`src/rtl/popc7_pkg.sv`:
```
package popc7_pkg;
  parameter int WORD_W = 64;
  parameter int N_IN   = 7;
  localparam int N_WT  = 3;
  localparam int CNT_W = $clog2(N_IN * WORD_W + 1);
  localparam int PC_W  = $clog2(WORD_W + 1);

  // Mask selecting the low fw bits of every 2*fw-bit field.
  function automatic logic [WORD_W-1:0] field_mask(input int fw);
    logic [WORD_W-1:0] m;
    for (int b = 0; b < WORD_W; b++) begin
      m[b] = ((b % (2 * fw)) < fw);
    end
    return m;
  endfunction
endpackage

```
`src/rtl/csa_fa.sv`:
```
module csa_fa #(
  parameter int W = popc7_pkg::WORD_W
) (
  input  logic [W-1:0] a,
  input  logic [W-1:0] b,
  input  logic [W-1:0] cin,
  output logic [W-1:0] sum,
  output logic [W-1:0] carry
);
  logic [W-1:0] t;

  always_comb begin
    t     = a ^ b;
    sum   = t ^ cin;
    carry = (a & b) | (t & cin);
  end
endmodule

```
`src/rtl/csa_compress7.sv`:
```
module csa_compress7 #(
  parameter int W = popc7_pkg::WORD_W,
  parameter int N = popc7_pkg::N_IN
) (
  input  logic [N*W-1:0] words,
  output logic [W-1:0]   s0,
  output logic [W-1:0]   s1,
  output logic [W-1:0]   s2
);
  logic [W-1:0] x0, x1, y0, y1, z1;

  csa_fa #(.W(W)) fa_x (
    .a(words[0*W +: W]), .b(words[1*W +: W]), .cin(words[2*W +: W]),
    .sum(x0), .carry(x1));
  csa_fa #(.W(W)) fa_y (
    .a(words[3*W +: W]), .b(words[4*W +: W]), .cin(words[5*W +: W]),
    .sum(y0), .carry(y1));
  csa_fa #(.W(W)) fa_z (
    .a(x0), .b(y0), .cin(words[6*W +: W]),
    .sum(s0), .carry(z1));
  csa_fa #(.W(W)) fa_s (
    .a(x1), .b(y1), .cin(z1),
    .sum(s1), .carry(s2));

  // in every lane the weighted outputs equal the number of set inputs
  always_comb begin
    logic [N-1:0] lane;
    for (int b = 0; b < W; b++) begin
      for (int k = 0; k < N; k++) lane[k] = words[k*W + b];
      a_r1_lane_weight: assert ($countones(lane) ==
        int'(s0[b]) + 2 * int'(s1[b]) + 4 * int'(s2[b]))
        else $error("lane %0d weight mismatch", b);
    end
  end
endmodule

```
`src/rtl/swar_reduce.sv`:
```
module swar_reduce #(
  parameter int W = popc7_pkg::WORD_W
) (
  input  logic [W-1:0] v,
  output logic [W-1:0] byte_cnt
);
  localparam int N_ST = 3;
  localparam int N_BY = W / 8;

  logic [W-1:0] st [N_ST+1];

  assign st[0] = v;

  for (genvar k = 0; k < N_ST; k++) begin : g_st
    localparam int SH = 1 << k;
    localparam logic [W-1:0] M = popc7_pkg::field_mask(SH);
    if (k < 2) begin : g_pre
      assign st[k+1] = (st[k] & M) + ((st[k] >> SH) & M);
    end else begin : g_post
      assign st[k+1] = (st[k] + (st[k] >> SH)) & M;
    end
  end

  assign byte_cnt = st[N_ST];

  // no byte field can exceed eight set bits
  always_comb begin
    for (int j = 0; j < N_BY; j++) begin
      a_r1_byte_range: assert (byte_cnt[8*j +: 8] <= 8)
        else $error("byte %0d field overflow", j);
    end
  end
endmodule

```
`src/rtl/byte_sum.sv`:
```
module byte_sum #(
  parameter int W    = popc7_pkg::WORD_W,
  parameter int PC_W = popc7_pkg::PC_W
) (
  input  logic [W-1:0]    byte_cnt,
  output logic [PC_W-1:0] pc
);
  localparam int N_BY = W / 8;

  always_comb begin
    pc = '0;
    for (int j = 0; j < N_BY; j++) begin
      pc = pc + PC_W'(byte_cnt[8*j +: 8]);
    end
  end
endmodule

```
`src/rtl/popc7_top.sv`:
```
module popc7_top
  import popc7_pkg::*;
(
  input  logic                    clk,
  input  logic                    rst_n,
  input  logic                    in_valid,
  input  logic [N_IN*WORD_W-1:0]  in_words,
  output logic                    out_valid,
  output logic [CNT_W-1:0]        out_count
);
  // reset: asserted asynchronously, released on the clock
  logic rst_meta, rst_s_n;

  always_ff @(posedge clk or negedge rst_n) begin
    if (!rst_n) begin
      rst_meta <= 1'b0;
      rst_s_n  <= 1'b0;
    end else begin
      rst_meta <= 1'b1;
      rst_s_n  <= rst_meta;
    end
  end

  // stage 1: carry-save compression
  logic [WORD_W-1:0] wt_nx [N_WT];
  logic [WORD_W-1:0] wt_q  [N_WT];
  logic              v1_q;

  csa_compress7 #(.W(WORD_W), .N(N_IN)) u_cmp (
    .words(in_words), .s0(wt_nx[0]), .s1(wt_nx[1]), .s2(wt_nx[2]));

  always_ff @(posedge clk or negedge rst_s_n) begin
    if (!rst_s_n) begin
      v1_q <= 1'b0;
      for (int k = 0; k < N_WT; k++) wt_q[k] <= '0;
    end else begin
      v1_q <= in_valid;
      if (in_valid) begin
        for (int k = 0; k < N_WT; k++) wt_q[k] <= wt_nx[k];
      end
    end
  end

  // stage 2: in-word byte counts for each weighted word
  logic [WORD_W-1:0] by_nx [N_WT];
  logic [WORD_W-1:0] by_q  [N_WT];
  logic              v2_q;

  for (genvar k = 0; k < N_WT; k++) begin : g_red
    swar_reduce #(.W(WORD_W)) u_red (.v(wt_q[k]), .byte_cnt(by_nx[k]));
  end

  always_ff @(posedge clk or negedge rst_s_n) begin
    if (!rst_s_n) begin
      v2_q <= 1'b0;
      for (int k = 0; k < N_WT; k++) by_q[k] <= '0;
    end else begin
      v2_q <= v1_q;
      if (v1_q) begin
        for (int k = 0; k < N_WT; k++) by_q[k] <= by_nx[k];
      end
    end
  end

  // stage 3: sum bytes and merge with weights 1, 2, 4
  logic [PC_W-1:0]  pc   [N_WT];
  logic [CNT_W-1:0] count_nx;

  for (genvar k = 0; k < N_WT; k++) begin : g_sum
    byte_sum #(.W(WORD_W), .PC_W(PC_W)) u_sum (.byte_cnt(by_q[k]), .pc(pc[k]));
  end

  always_comb begin
    count_nx = '0;
    for (int k = 0; k < N_WT; k++) begin
      count_nx = count_nx + (CNT_W'(pc[k]) << k);
    end
  end

  always_ff @(posedge clk or negedge rst_s_n) begin
    if (!rst_s_n) begin
      out_valid <= 1'b0;
      out_count <= '0;
    end else begin
      out_valid <= v2_q;
      if (v2_q) out_count <= count_nx;
    end
  end

  // each pipeline stage hands its valid on one cycle later
  a_r2_stage1: assert property (@(posedge clk) disable iff (!rst_s_n)
    in_valid |=> v1_q);
  a_r2_stage2: assert property (@(posedge clk) disable iff (!rst_s_n)
    v1_q |=> v2_q);
  a_r2_stage3: assert property (@(posedge clk) disable iff (!rst_s_n)
    v2_q |=> out_valid);
  // an idle input yields no result
  a_r7_idle: assert property (@(posedge clk) disable iff (!rst_s_n)
    !in_valid |=> !v1_q);
  // the count holds while no result is loaded
  a_r5_hold: assert property (@(posedge clk) disable iff (!rst_s_n)
    !v2_q |=> $stable(out_count));
  // a result never exceeds the group size
  a_r1_max: assert property (@(posedge clk) disable iff (!rst_s_n)
    out_valid |-> (int'(out_count) <= N_IN * WORD_W));
endmodule

```
`config.mk`:
```
export PLATFORM = sky130hd
export DESIGN_NAME = popc7_top
export DESIGN_NICKNAME = d
export VERILOG_FILES = /design/src/rtl/popc7_pkg.sv /design/src/rtl/csa_fa.sv /design/src/rtl/csa_compress7.sv /design/src/rtl/swar_reduce.sv /design/src/rtl/byte_sum.sv /design/src/rtl/popc7_top.sv
export SDC_FILE = /design/constraint.sdc
export NUM_CORES = 1
export LEC_CHECK = 0
export BUFFER_PORTS_ARGS = -buffer_cell sky130_fd_sc_hd__buf_2
export CAP_MARGIN = 20
export CORE_MARGIN = 2
export CORE_UTILIZATION = 40
export DETAILED_ROUTE_END_ITERATION = 6
export PLACE_DENSITY_LB_ADDON = 0.15
export REMOVE_ABC_BUFFERS = 1
export SYNTH_ARGS = -nofsm -noshare
export SYNTH_HDL_FRONTEND = slang
export SYNTH_SLANG_ARGS = --single-unit
```
`constraint.sdc`:
```
create_clock -name clk -period 11.45 [get_ports clk]
set_clock_uncertainty 0.2 [all_clocks]
set_input_delay 1.7175 -clock clk [delete_from_list [all_inputs] [get_ports clk]]
set_output_delay 1.7175 -clock clk [all_outputs]
set_load 0.02 [all_outputs]
```
==> results of run 1 <==
==> worst max path at each step <==
stage,endpoint,slack (ns),cells past startpoint
floorplan,by_q[0]$_DFFE_PN0P_,2.21,0
global placement,out_count[8]$_DFFE_PN0P_,4.94,23
detailed placement,out_count[8]$_DFFE_PN0P_,4.88,23
CTS,out_count[8]$_DFFE_PN0P_,4.87,23
global route,out_count[8]$_DFFE_PN0P_,4.57,23
finish,out_count[8]$_DFFE_PN0P_,4.86,23
==> placed cells by master, fill, tap and decap left out, types with 2 or more instances in the layout <==
master	count
xor2_1	11
dfrtp_4	2
buf_4	7
dfrtp_1	300
mux2i_1	210
mux2_2	41
bufinv_16	4
a21oi_1	69
clkinv_2	5
clkbuf_1	8
fa_1	391
o21bai_1	3
nor2_1	34
nand2_1	13
xnor2_1	33
buf_2	459
ha_1	269
inv_1	804
o21ai_0	15
a21o_1	39
inv_6	3
clkbuf_16	39
clkbuf_8	8
==> cell type report <==
cell class | count | area, µm² | share of cell area [%]
clock inverters | 13 | 178.9 | 0.5864
clock buffers | 55 | 1116 | 3.658
well taps | 855 | 1070 | 3.506
multi-input cells | 1144 | 15200 | 49.82
repair buffers | 467 | 2365 | 7.750
inverters | 804 | 3018 | 9.891
flip-flops and latches | 302 | 7565 | 24.79
==> layer usage <==
layer  GRT usage, %  wire [µm]  share of wire [%]
met1          22.02      23040                 42
met3          2.220       1920                3.5
met5              0          0                  0
met2          30.33      28690                 53
met4          3.789        911                1.7
==> flip-flops by register name, indices dropped and copies added, names as in the netlist <==
register	cells
by_q	96
v1_q	1
out_valid	1
out_count	9
wt_q	192
rst_meta	1
rst_s_n	1
v2_q	1
==> logic make-up (layout without fill, tap and decap cells) <==
| kind of cell | after synthesis | after routing | share of synthesized area [%] |
|---|---|---|---|
| multiplexers | 252 | 252 | 9.938 |
| adder cells (fa/ha/maj) | 660 | 660 | 43.14 |
| buffers and inverters | 843 | 1339 | 12.30 |
| AND/OR/NAND/NOR | 54 | 54 | 0.8873 |
| AO/OA/AOI/OAI | 132 | 132 | 3.028 |
| XOR/XNOR | 45 | 45 | 1.572 |
| flip-flops | 302 | 302 | 29.12 |
| other | 1 | 1 | 0.01445 |
==> worst max-delay path: cells and delay by family (launching register included) <==
kind                       cells  cell delay (ns)
xor gates and xnor gates       3             0.56
adders and majority gates      9             3.83
DFF                            1             0.38
AOI/OAI and AO/OA              7             1.08
muxes                          1             0.26
buffers and inverters          3             0.16
==> cell usage after synthesis, types with 3 or more instances <==
cell | count | area, µm²
nor2_1 | 34 | 127.6
dfrtp_1 | 302 | 7557
clkbuf_1 | 14 | 52.55
o21bai_1 | 3 | 22.52
fa_1 | 391 | 7828
a21o_1 | 39 | 292.8
a21oi_1 | 69 | 345.3
inv_1 | 804 | 3018
nand2_1 | 13 | 48.80
ha_1 | 269 | 3366
mux2i_1 | 210 | 2102
o21ai_0 | 15 | 75.07
xnor2_1 | 33 | 289.0
xor2_1 | 11 | 96.34
buf_1 | 3 | 11.26
mux2_2 | 41 | 461.7
buf_2 | 22 | 110.1
==> per-stage QoR <==
step                util (%)  hold slack, ns  std cells  worst slack (ns)
global route           47.42          0.1327       3640             4.573
detailed placement     45.40          0.1039       3572             4.882
floorplan                  -          0.1312       2250             2.210
global placement       45.40          0.1079       3572             4.941
CTS                    47.42          0.1040       3640             4.868
finish                 47.42         0.07985       3640             4.860
==> flow_metrics.env, run 1 <==
export IMPL_outcome="finished, final reports clean"
export IMPL_ys_seq_area_share_pct=29.12
export IMPL_cts_tree="built"
export IMPL_viasPerCell=4.395
export IMPL_grt_pass1_wl_um=90070
export IMPL_post_dp_cell_area_mm2=0.02922
export IMPL_drc=0
export IMPL_antenna_found_initial=1
export IMPL_place_hpwl_um=46420
export IMPL_ant_nets=0
export IMPL_core_mm2=0.06435
export IMPL_io_pin_count=461
export IMPL_drt_iter0_drc=502
export IMPL_critPathMaxFanout=4
export IMPL_drive_gt1_share_pct=20.61
export IMPL_avgRoutedWirePerCell_um=14.99
export IMPL_num_vias=15997
export IMPL_crit_chain="ha_1 > fa_1 > xor2_1 > fa_1 > inv_1 > fa_1 > fa_1 > fa_1 > inv_1 > ha_1 > a21o_1 > a21oi_1 > o21bai_1 > a21oi_1 > xor2_1 > fa_1 > inv_1 > ha_1 > o21a_1 > o31a_1 > o22ai_1 > xnor3_1 > mux2_4"
export IMPL_synthArstFlopShare_pct=100.0
export IMPL_synth_ff_type="dfrtp_1"
export IMPL_grt_max_degree=90
export IMPL_ys_warn_count=0
export IMPL_netlist_instances=2289
export IMPL_hold_violations=0
export IMPL_r2r_start="by_q[128]$_DFFE_PN0P_"
export IMPL_firstDrtPassIters=4
export IMPL_worstSetupStartpoint="by_q[128]$_DFFE_PN0P_"
export IMPL_portBuffers=460
export IMPL_routed_wl_um=54560
export IMPL_design_die_area_mm2=0.06693
export IMPL_clockBufferDepth=3
export IMPL_numCtsBuffers=37
export IMPL_slowest_stage="fa_1"
export IMPL_first_global_vias=18098
export IMPL_cts_root_buf="clkbuf_16"
export IMPL_ys_ff_latch=302
export IMPL_arrival_ns=6.82
export IMPL_required_ns=11.68
export IMPL_hp_class="reg2async"
export IMPL_syn_area_mm2=0.02595
export IMPL_reg2reg_depth=23
export IMPL_maxCapViolCount=0
export IMPL_period_share_pct=57.55
export IMPL_tightest_slew_ns=1.058
export IMPL_tns_ns=0
export IMPL_cts_sinks=302
export IMPL_area_growth_pct=17.59
export IMPL_synth_edff_count=0
export IMPL_rrSetupSlack_ns=4.86
export IMPL_layout_nets=3867
export IMPL_fp_row_count=93
export IMPL_finalMaxSlewViolations=0
export IMPL_r2r_end="out_count[8]$_DFFE_PN0P_"
export IMPL_cts_resized=0
export IMPL_clk_latency_ns=0.55
export IMPL_fill_cells=5985
export IMPL_min_period_ns=6.590
export IMPL_fp_dieW_um=258.7
export IMPL_yosysUniqueCellTypes=33
export IMPL_clk_pin_slew_ns=0.06
export IMPL_startpoint_type="register"
export IMPL_post_cts_buffers=0
export IMPL_path_class="reg2reg"
export IMPL_final_area_mm2=0.03051
export IMPL_initial_core_util_pct=40.33
export IMPL_die_y_um=258.7
export IMPL_grt_overflow_total=0
export IMPL_gp_congestion=0.8524
export IMPL_grt_usage_pct=17.00
export IMPL_antenna_cells=0
export IMPL_cts_hold_buf=0
export IMPL_critPathMaxStageDelay_ns=0.54
export IMPL_h_tree_depth=2
export IMPL_syn_area_per_cell_um2=11.34
export IMPL_clock_fmax_ghz=0.1518
export IMPL_relSlewSlack_pct=29.47
export IMPL_crit_path_frequent_cell="fa_1"
export IMPL_rsz0062_at_grt="false"
export IMPL_setup_viol=0
export IMPL_cp_end_kind="register"
Power of run 1 is not shown: default switching activity piles up to over one toggle a cycle in this logic, so the estimate is an artifact.
==> run 2: changes to the inputs <==
Clock period 11.45 ns to 6.3 ns, I/O delays scaled along.
==> run 2 against run 1 <==
Net effect:
- final cell count grew 0.55%
- sequential cell count is the same
- non-clock buffer count grew 20
- setup slack lost 4.7 ns
- routed wire length is essentially flat
- die area is the same
- via count grew 0.42%
- hold slack gained 0.052 ns
- core utilization grew 0.53 points
- register-to-register slack lost 4.7 ns
- sequential share of layout area shrank 0.27 points
- count of clock-buffer cells in the layout shrank 1
==> flow_metrics.env, run 2 (same netlist as run 1, synthesis figures left out) <==
export IMPL_rsz0062_at_grt="true"
export IMPL_area_growth_pct=18.89
export IMPL_tns_ns=0
export IMPL_viasPerCell=4.389
export IMPL_clk_latency_ns=0.55
export IMPL_core_mm2=0.06435
export IMPL_tightest_slew_ns=1.029
export IMPL_h_tree_depth=2
export IMPL_grt_usage_pct=17.25
export IMPL_grt_busiest_layer="met2"
export IMPL_critPathMaxStageDelay_ns=0.53
export IMPL_portBuffers=460
export IMPL_cts_tree="built"
export IMPL_fp_dieW_um=258.7
export IMPL_top_register="wt_q"
export IMPL_largest_register_ffs=192
export IMPL_slowest_stage="fa_1"
export IMPL_final_area_mm2=0.03085
export IMPL_min_period_ns=6.184
export IMPL_arrival_ns=6.42
export IMPL_crit_path_frequent_cell="fa_1"
export IMPL_drive_gt1_share_pct=21.78
export IMPL_cts_sinks=302
export IMPL_num_vias=16064
export IMPL_drc=0
export IMPL_maxCapViolCount=0
export IMPL_io_pin_count=461
export IMPL_layout_common_cells="802 x inv_1, 459 x buf_2, 387 x fa_1"
export IMPL_first_global_vias=18262
export IMPL_avgRoutedWirePerCell_um=14.91
export IMPL_antenna_cells=0
export IMPL_grt_max_degree=180
export IMPL_postLayoutCoreUtil_pct=47.94
export IMPL_cp_end_kind="register"
export IMPL_critPathMaxFanout=2
export IMPL_cts_root_buf="clkbuf_16"
export IMPL_design_die_area_mm2=0.06693
export IMPL_period_share_pct=98.16
export IMPL_met1_usage_pct=22.60
export IMPL_antenna_found_initial=1
export IMPL_layout_nets=3887
export IMPL_ant_nets=0
export IMPL_gp_congestion=0.8514
export IMPL_regArea_mm2=0.007565
export IMPL_clock_fmax_ghz=0.1617
export IMPL_worstSetupStartpoint="by_q[136]$_DFFE_PN0P_"
export IMPL_outcome="finished, final reports clean"
export IMPL_drt_iter0_drc=518
export IMPL_fill_cells=5968
export IMPL_crit_chain="ha_2 > fa_2 > xor2_2 > fa_1 > inv_1 > fa_1 > fa_1 > fa_1 > inv_1 > ha_1 > a21o_1 > a21oi_2 > buf_4 > xnor2_2 > fa_1 > inv_1 > ha_4 > nor2b_2 > o31a_1 > o22ai_2 > xnor3_1 > mux2_4"
export IMPL_grt_overflow_total=0
export IMPL_setup_viol=0
export IMPL_routed_wl_um=54580
export IMPL_clockBufferDepth=3
export IMPL_fp_row_count=93
export IMPL_die_y_um=258.7
export IMPL_firstDrtPassIters=4
export IMPL_grt_util_met2_pct=30.29
export IMPL_path_class="reg2reg"
export IMPL_required_ns=6.53
export IMPL_multi_input_area_mm2=0.01529
export IMPL_hold_violations=0
export IMPL_post_dp_cell_area_mm2=0.02935
export IMPL_reg_top3="wt_q (192), by_q (96), out_count (9)"
export IMPL_path_buf_inv=4
export IMPL_relSlewSlack_pct=31.43
export IMPL_grt_use_met3_pct=2.455
export IMPL_final_common_cell="inv_1"
export IMPL_finalMaxSlewViolations=0
export IMPL_r2r_start="by_q[136]$_DFFE_PN0P_"
export IMPL_clk_pin_slew_ns=0.06
export IMPL_hp_class="reg2async"
export IMPL_numCtsBuffers=37
export IMPL_place_hpwl_um=45890
export IMPL_crit_family="adder cells"
export IMPL_initial_core_util_pct=40.33
export IMPL_startpoint_type="register"
export IMPL_grt_pass1_wl_um=91710
-- run 2: cell types whose count changed in the layout (fill, tap and decap cells not counted), moves of 3 or more --
cell / change
a21oi_1: -3
ha_4: +3
a21oi_2: +3
fa_1: -4
bufinv_16: +3
buf_4: +16
fa_2: +4
ha_1: -5
-- run 2: cell type report --
class                      instances  area share [%]
multi-input combinational       1144           49.58
clock inverter                    14          0.8071
tap                              855           3.468
timing repair buffer             487           8.306
clock buffer                      54           3.541
sequential                       302           24.52
inverter                         804           9.782
-- run 2: what timing repair did --
item	in CTS	in global routing
hold endpoints to repair	2	0
pin swaps	11	20
setup buffers	1	3
endpoints found under the setup margin	1	2
hold buffers	1	0
resized for setup	7	12
-- run 2: path summary, 6_finish.rpt --
check / endpoint / slack [ns] / cells past startpoint
setup / recovery: out_count[8]$_DFFE_PN0P_ / 0.12 / 22
hold / removal: wt_q[67]$_DFFE_PN0P_ / 0.13 / 0
setup reg to reg: out_count[8]$_DFFE_PN0P_ / 0.12 / 22
hold reg to reg: wt_q[67]$_DFFE_PN0P_ / 0.13 / 0
max in group asynchronous: wt_q[156]$_DFFE_PN0P_ / 4.30 / 1
min in group clk: rst_s_n$_DFF_PN0_ / 0.17 / 0
-- run 2: routing by layer --
layer  vias up  part of all wire [%]
met3        53                   3.6
met2       233                    52
met5         -                     0
li1       7746                     -
met1      8032                    43
met4         0                   1.8
-- run 2: per-stage QoR --
| stage | hold slack (ns) | instances | setup WS, ns |
|---|---|---|---|
| final | 0.1316 | 3660 | 0.1158 |
| after CTS | 0.1704 | 3656 | 0.0007838 |
| after global placement | 0.1351 | 3586 | -0.1460 |
| after global routing | 0.1741 | 3660 | -0.07454 |
| after floorplan | 0.1312 | 2250 | -2.940 |
| after detailed placement | 0.1364 | 3586 | -0.1844 |
Power of run 2 is left out for the same reason.
